File: config.mk
export PLATFORM = sky130hd
export DESIGN_NAME = sipo_latch_driver
export DESIGN_NICKNAME = d
export VERILOG_FILES = /design/src/rtl/sipo_pkg.sv /design/src/rtl/sipo_sampler.sv /design/src/rtl/sipo_shift_chain.sv /design/src/rtl/sipo_storage.sv /design/src/rtl/sipo_out_gate.sv /design/src/rtl/sipo_latch_driver.sv
export SDC_FILE = /design/constraint.sdc
export NUM_CORES = 1
export LEC_CHECK = 0
export ABC_CLOCK_PERIOD_IN_PS = 1100
export BUFFER_PORTS_ARGS = -buffer_cell sky130_fd_sc_hd__buf_2
export CAP_MARGIN = 20
export CORE_MARGIN = 1.5
export CORE_UTILIZATION = 46
export DETAILED_ROUTE_END_ITERATION = 8
export PLACE_DENSITY_LB_ADDON = 0.25
export SKIP_LAST_GASP = 1
export SLEW_MARGIN = 20
export SYNTH_ARGS = -nofsm -noshare
export SYNTH_HDL_FRONTEND = slang
export SYNTH_SLANG_ARGS = --single-unit
File: constraint.sdc
create_clock -name clk -period 1.1 [get_ports clk]
set_clock_uncertainty 0.15 [all_clocks]
set_input_delay 0 -clock clk [delete_from_list [all_inputs] [get_ports clk]]
set_output_delay 0 -clock clk [all_outputs]
set_load 0.05 [all_outputs]
File: src/rtl/sipo_pkg.sv
package sipo_pkg;
   // one sample of the level inputs taken by the system clock
   typedef struct packed {
      logic shift_clk;
      logic latch_clk;
      logic data;
   } samp_t;

   localparam int unsigned MAX_SYNC = 4;
endpackage

File: src/rtl/sipo_sampler.sv
module sipo_sampler
   import sipo_pkg::*;
#(
   parameter int unsigned SYNC_STAGES = 0
) (
   input  logic  clk,
   input  logic  rst_n,
   input  samp_t raw,
   output samp_t synced,
   output logic  shift_rise,
   output logic  latch_rise
);
   logic shift_prev_q;
   logic latch_prev_q;

   generate
      if (SYNC_STAGES == 0) begin : g_direct
         assign synced = raw;
      end else begin : g_sync
         samp_t pipe_q [SYNC_STAGES];
         always_ff @(posedge clk or negedge rst_n) begin
            if (!rst_n) begin
               for (int i = 0; i < SYNC_STAGES; i++) pipe_q[i] <= '0;
            end else begin
               pipe_q[0] <= raw;
               for (int i = 1; i < SYNC_STAGES; i++) pipe_q[i] <= pipe_q[i-1];
            end
         end
         assign synced = pipe_q[SYNC_STAGES-1];
      end
   endgenerate

   always_ff @(posedge clk or negedge rst_n) begin
      if (!rst_n) begin
         shift_prev_q <= 1'b0;
         latch_prev_q <= 1'b0;
      end else begin
         shift_prev_q <= synced.shift_clk;
         latch_prev_q <= synced.latch_clk;
      end
   end

   assign shift_rise = synced.shift_clk & ~shift_prev_q;
   assign latch_rise = synced.latch_clk & ~latch_prev_q;
endmodule

File: src/rtl/sipo_shift_chain.sv
module sipo_shift_chain #(
   parameter int unsigned WIDTH = 8
) (
   input  logic             clk,
   input  logic             rst_n,
   input  logic             clr_n,
   input  logic             step,
   input  logic             din,
   output logic [WIDTH-1:0] chain_q,
   output logic             dout
);
   logic             chain_rst_n;
   logic [WIDTH-1:0] chain_d;

   // system reset and clear both empty the chain asynchronously
   assign chain_rst_n = rst_n & clr_n;

   generate
      for (genvar i = 0; i < WIDTH; i++) begin : g_stage
         if (i == 0) begin : g_head
            assign chain_d[i] = step ? din : chain_q[i];
         end else begin : g_body
            assign chain_d[i] = step ? chain_q[i-1] : chain_q[i];
         end
      end
   endgenerate

   always_ff @(posedge clk or negedge chain_rst_n) begin
      if (!chain_rst_n) chain_q <= '0;
      else              chain_q <= chain_d;
   end

   assign dout = chain_q[WIDTH-1];
endmodule

File: src/rtl/sipo_storage.sv
module sipo_storage #(
   parameter int unsigned WIDTH = 8
) (
   input  logic             clk,
   input  logic             rst_n,
   input  logic             load,
   input  logic [WIDTH-1:0] d,
   output logic [WIDTH-1:0] q
);
   always_ff @(posedge clk or negedge rst_n) begin
      if (!rst_n)    q <= '0;
      else if (load) q <= d;
   end
endmodule

File: src/rtl/sipo_out_gate.sv
module sipo_out_gate #(
   parameter int unsigned WIDTH = 8
) (
   input  logic             oe_n,
   input  logic [WIDTH-1:0] held,
   output logic [WIDTH-1:0] drive
);
   generate
      for (genvar i = 0; i < WIDTH; i++) begin : g_bit
         assign drive[i] = held[i] & ~oe_n;
      end
   endgenerate
endmodule

File: src/rtl/sipo_latch_driver.sv
module sipo_latch_driver
   import sipo_pkg::*;
#(
   parameter int unsigned WIDTH       = 8,
   parameter int unsigned SYNC_STAGES = 0
) (
   input  logic             clk,
   input  logic             rst_n,
   input  logic             shift_clk,
   input  logic             latch_clk,
   input  logic             ser_in,
   input  logic             clr_n,
   input  logic             oe_n,
   output logic             ser_out,
   output logic [WIDTH-1:0] sink_on
);
   generate
      if (WIDTH < 2) begin : g_bad_width
         $error("sipo_latch_driver: WIDTH must be at least 2");
      end
      if (SYNC_STAGES > MAX_SYNC) begin : g_bad_sync
         $error("sipo_latch_driver: SYNC_STAGES exceeds MAX_SYNC");
      end
   endgenerate

   samp_t            raw_s;
   samp_t            samp;
   logic             shift_rise;
   logic             latch_rise;
   logic [WIDTH-1:0] chain_q;
   logic [WIDTH-1:0] store_q;

   assign raw_s = '{shift_clk: shift_clk, latch_clk: latch_clk, data: ser_in};

   sipo_sampler #(.SYNC_STAGES(SYNC_STAGES)) u_sampler (
      .clk        (clk),
      .rst_n      (rst_n),
      .raw        (raw_s),
      .synced     (samp),
      .shift_rise (shift_rise),
      .latch_rise (latch_rise)
   );

   sipo_shift_chain #(.WIDTH(WIDTH)) u_chain (
      .clk     (clk),
      .rst_n   (rst_n),
      .clr_n   (clr_n),
      .step    (shift_rise),
      .din     (samp.data),
      .chain_q (chain_q),
      .dout    (ser_out)
   );

   // storage loads the pre-shift chain, so a coincident shift is not seen
   sipo_storage #(.WIDTH(WIDTH)) u_store (
      .clk   (clk),
      .rst_n (rst_n),
      .load  (latch_rise),
      .d     (chain_q),
      .q     (store_q)
   );

   sipo_out_gate #(.WIDTH(WIDTH)) u_gate (
      .oe_n  (oe_n),
      .held  (store_q),
      .drive (sink_on)
   );
endmodule

-- Word-level counts from Yosys, hierarchy flattened
Cells that the tools add are included.
- register bits after elaboration: 18
- input bits: 7
- output and inout port bits: 9
- word-level logic and storage cells: 18
- bitwise operators: 14
- operators by type and width (cell ; count):
    $and 1x1->1 ; 11
    $not 1->1 ; 3

-- Depth between registers and ports, before layout
- word-level depth: 2
- depth in mapped cells: 3
- gate-level depth less buffers: 2

-- By module
Synthesis repeated with hierarchy kept, for this count alone.
- cell total of the unflattened synthesis: 51
- area, all modules: 827.0 sq um
- by module, submodules not included (module ; times used ; cells an instance ; area an instance (sq um) ; sequential area each (sq um)):
    sipo_shift_chain ; 1 ; 19 ; 345.3 ; 200.2
    sipo_storage ; 1 ; 17 ; 331.6 ; 200.2
    sipo_sampler ; 1 ; 7 ; 100.1 ; 50.0
    sipo_out_gate ; 1 ; 8 ; 50.0 ; 0.0

-- Worst setup path before layout
OpenSTA, ideal clock, no wires.
- kind: reg2reg
- start: register u_sampler.shift_prev_q
- end: register u_chain.chain_q[0]
- setup time: 0.125 ns
- arrival time: 0.914 ns
- required time: 0.825 ns
- slack: -0.089 ns
- cell stages (with the launch flop): 4
- path buffers: 1
- period minus slack after synthesis: 1.189 ns
- cells stage by stage: dfrtp_1 nor2b_4 buf_6 mux2_4
- word-level cells in the longest chain between the ends: 2
- RTL lines (what ; line ; RTL):
    start, declared ; sipo_sampler.sv:13 ; logic shift_prev_q;
    start signal, assigned ; sipo_sampler.sv:38 ; shift_prev_q <= synced.shift_clk;
    $not 1->1 ; sipo_sampler.sv:43 ; assign shift_rise = synced.shift_clk & ~shift_prev_q;
    $and 1x1->1 ; sipo_sampler.sv:43 ;
    end signal, assigned ; sipo_shift_chain.sv:30 ; else chain_q <= chain_d;
    end, declared ; sipo_shift_chain.sv:9 ; output logic [WIDTH-1:0] chain_q,
Every way passes these cells.
A chain may end at the register's enable or synchronous reset.

-- Worst setup path after layout
- start: register u_sampler.shift_prev_q
- end: register u_chain.chain_q[4]
Same word-level chain as after synthesis.

==> metrics.yaml <==
seq_area_sq_um: 450.4
criticalPathCategory: "flip-flop to flip-flop"
slew-limit-headroom_pct: 73.76
clk_pin_slew_ns: 0.10
rows: 14
r2r_end: "u_chain.chain_q[4]"
final_nets: 88
die_w_microns: 44.63
cts_tree: "yes"
stdcell_area_sq_mm: 0.001162
wl_per_cell_microns: 15.40
fillers: 102
dieArea_sq_mm: 0.001991
synth_cell_types: 6
r2r_cells: 3
cts_buffers: 3
dpl-instance-area_sq_um: 937.1
rsz0062_at_grt: "true"
root_buffer: "clkbuf_4"
synth_commonest_cells: "18 x dfrtp_1, 16 x mux2_4, 8 x nor2b_1, 2 x buf_6, 2 x nor2b_4"
syn_inst: 47
finalMaxSlewViolations: 0
finalWirelength_microns: 1463
synth.top_cell.area_share_pct: 56.51
synth_area_leader_cell: "dfrtp_1"
yosys_warnings: 0
gr-usage-all-layers_pct: 17.54
core_area_sq_mm: 0.001559
start_kind: "flip-flop"
synth_area_leaders: "dfrtp_1 57%, mux2_4 30%, nor2b_1 6.3%"
cp_data_arrival_time_ns: 1.27
port_buffers: 15
r2r-start: "u_sampler.shift_prev_q"
start_util_pct: 51.12
cp-end-kind: "flip-flop"
maxCapViolations: 0
vias_per_cell: 5.095
drc: 3
syn_nets: 54
area_growth_syn_to_layout_pct: 45.84
power.density_mw_per_mm2: 2390
holdCritPathClass: "input pin to async pin"
ys_ff_latch: 18
async_reset_ff_share_pct: 100.0
tightest_slew_ns: 0.3936
gp_congestion: 0.6993
setup_violations: 24
power_mw: 2.778
diodes: 0
insertion_delay_ns: 0.29
ff2ff_setup_slack_ns: -0.14
fin_crit_sh_pct: 112.3
synth.most_common_cell: "dfrtp_1"
fin_ws_ns: -0.1355
outcome: "finished, violations left"
num_vias: 484
dieHeight_microns: 44.63
clockBufferDepth: 2
cts_max_level: 1
antenna_found_initial: 0
violations: "DRC, setup timing"
cts.sinks: 18
drtIter0Drc: 5
grt_max_degree: 11
grt_pass1_wl_microns: 2401
multi_input_area_sq_um: 384.1
grt_pass1_vias: 510
drive_gt1_share_pct: 69.62
whs_ns: 0.03645
critPathRequiredTime_ns: 1.13
period_minus_slack_ns: 1.236
ant_nets: 0
ir_worst_vdd_uv: 1261
boundaryPins: 16
critPathMaxFanout: 8
syn-cell-area_sq_um: 797.0
max_freq_ghz: 0.8094
synth_edf_count: 0
p_leak_nw: 0.5818
syn_avg_cell_area_sq_um: 16.96
ys.flop_type: "dfrtp_1"
first_pass_iters: 5
synth-seq-area-share_pct: 56.51
grt_overflow_total: 0
final-hold-violation-count: 0
-- through the flow --
| stage | TNS, ns | util, % | setup slack [ns] | cells |
|---|---|---|---|---|
| 2_1_floorplan | -1.432 | - | -0.08949 | 47 |
| 3_3_place_gp | -1.762 | 60.11 | -0.1187 | 79 |
| 3_5_place_dp | -1.895 | 60.11 | -0.1266 | 79 |
| 4_1_cts | -2.278 | 73.92 | -0.1429 | 94 |
| 5_1_grt | -2.857 | 74.56 | -0.1708 | 95 |
| 6_report | -2.230 | 74.56 | -0.1355 | 95 |
-- worst max-delay path: stages (launching register included) --
cell and delay [ns]:
dfrtp_1 0.41, nor2b_4 0.13, buf_12 0.14, mux2_4 0.29
-- metal layers --
metal / part of all wire [%] / track usage [%]
met5: 0 / 0
met4: 1.6 / 7.273
met2: 49 / 28.99
met1: 46 / 22.96
met3: 3.1 / 2.449
-- cell type report --
type	instances	share of cell area, %
clock buffer	3	1.938
multi-input combinational	27	33.05
sequential	18	38.75
tap	16	1.722
timing repair buffer	31	24.54
-- worst max path at each step --
stage	startpoint	endpoint	slack, ns
after global placement	u_sampler.shift_prev_q	u_chain.chain_q[6]	-0.12
after global routing	u_sampler.shift_prev_q	u_chain.chain_q[0]	-0.17
after floorplan	u_sampler.shift_prev_q	u_chain.chain_q[0]	-0.09
final	u_sampler.shift_prev_q	u_chain.chain_q[4]	-0.14
after CTS	u_sampler.shift_prev_q	u_chain.chain_q[4]	-0.14
after detailed placement	u_sampler.shift_prev_q	u_chain.chain_q[4]	-0.13
-- timing repair --
item | in CTS | in global routing
pin swaps | 0 | 0
gates resized for setup | 25 | 0
hold endpoints to repair | 21 | 1
setup buffers | 8 | 0
hold buffers | 4 | 1
endpoints found under the setup margin | 25 | 24
-- layout by cell type (no fill, tap or decap) --
cell / instances
dlygate4sd3_1: 5
buf_4: 10
and2_1: 1
buf_2: 6
mux2_4: 16
nor2b_4: 10
buf_12: 2
clkbuf_4: 3
buf_6: 8
dfrtp_1: 18
-- cells by family (layout without fill, tap and decap cells) --
family        after synthesis  count (layout)  share of synthesized area [%]
simple gates               11              11                          10.52
mux                        16              16                          30.14
flops                      18              18                          56.51
buf+inv                     2              34                          2.826
-- report_power, final --
| part | internal, mW | switching [mW] |
|---|---|---|
| combinational | 0.811 | 0.556 |
| sequential | 0.908 | 0.181 |
| clock | 0.127 | 0.194 |
| total | 1.85 | 0.932 |
-- flip-flops by register name (all words and copies together) (netlist names) --
register                flops
u_sampler.shift_prev_q      1
u_sampler.latch_prev_q      1
u_store.q                   8
u_chain.chain_q             8
Note: power is estimated with default switching activity, not from simulation.
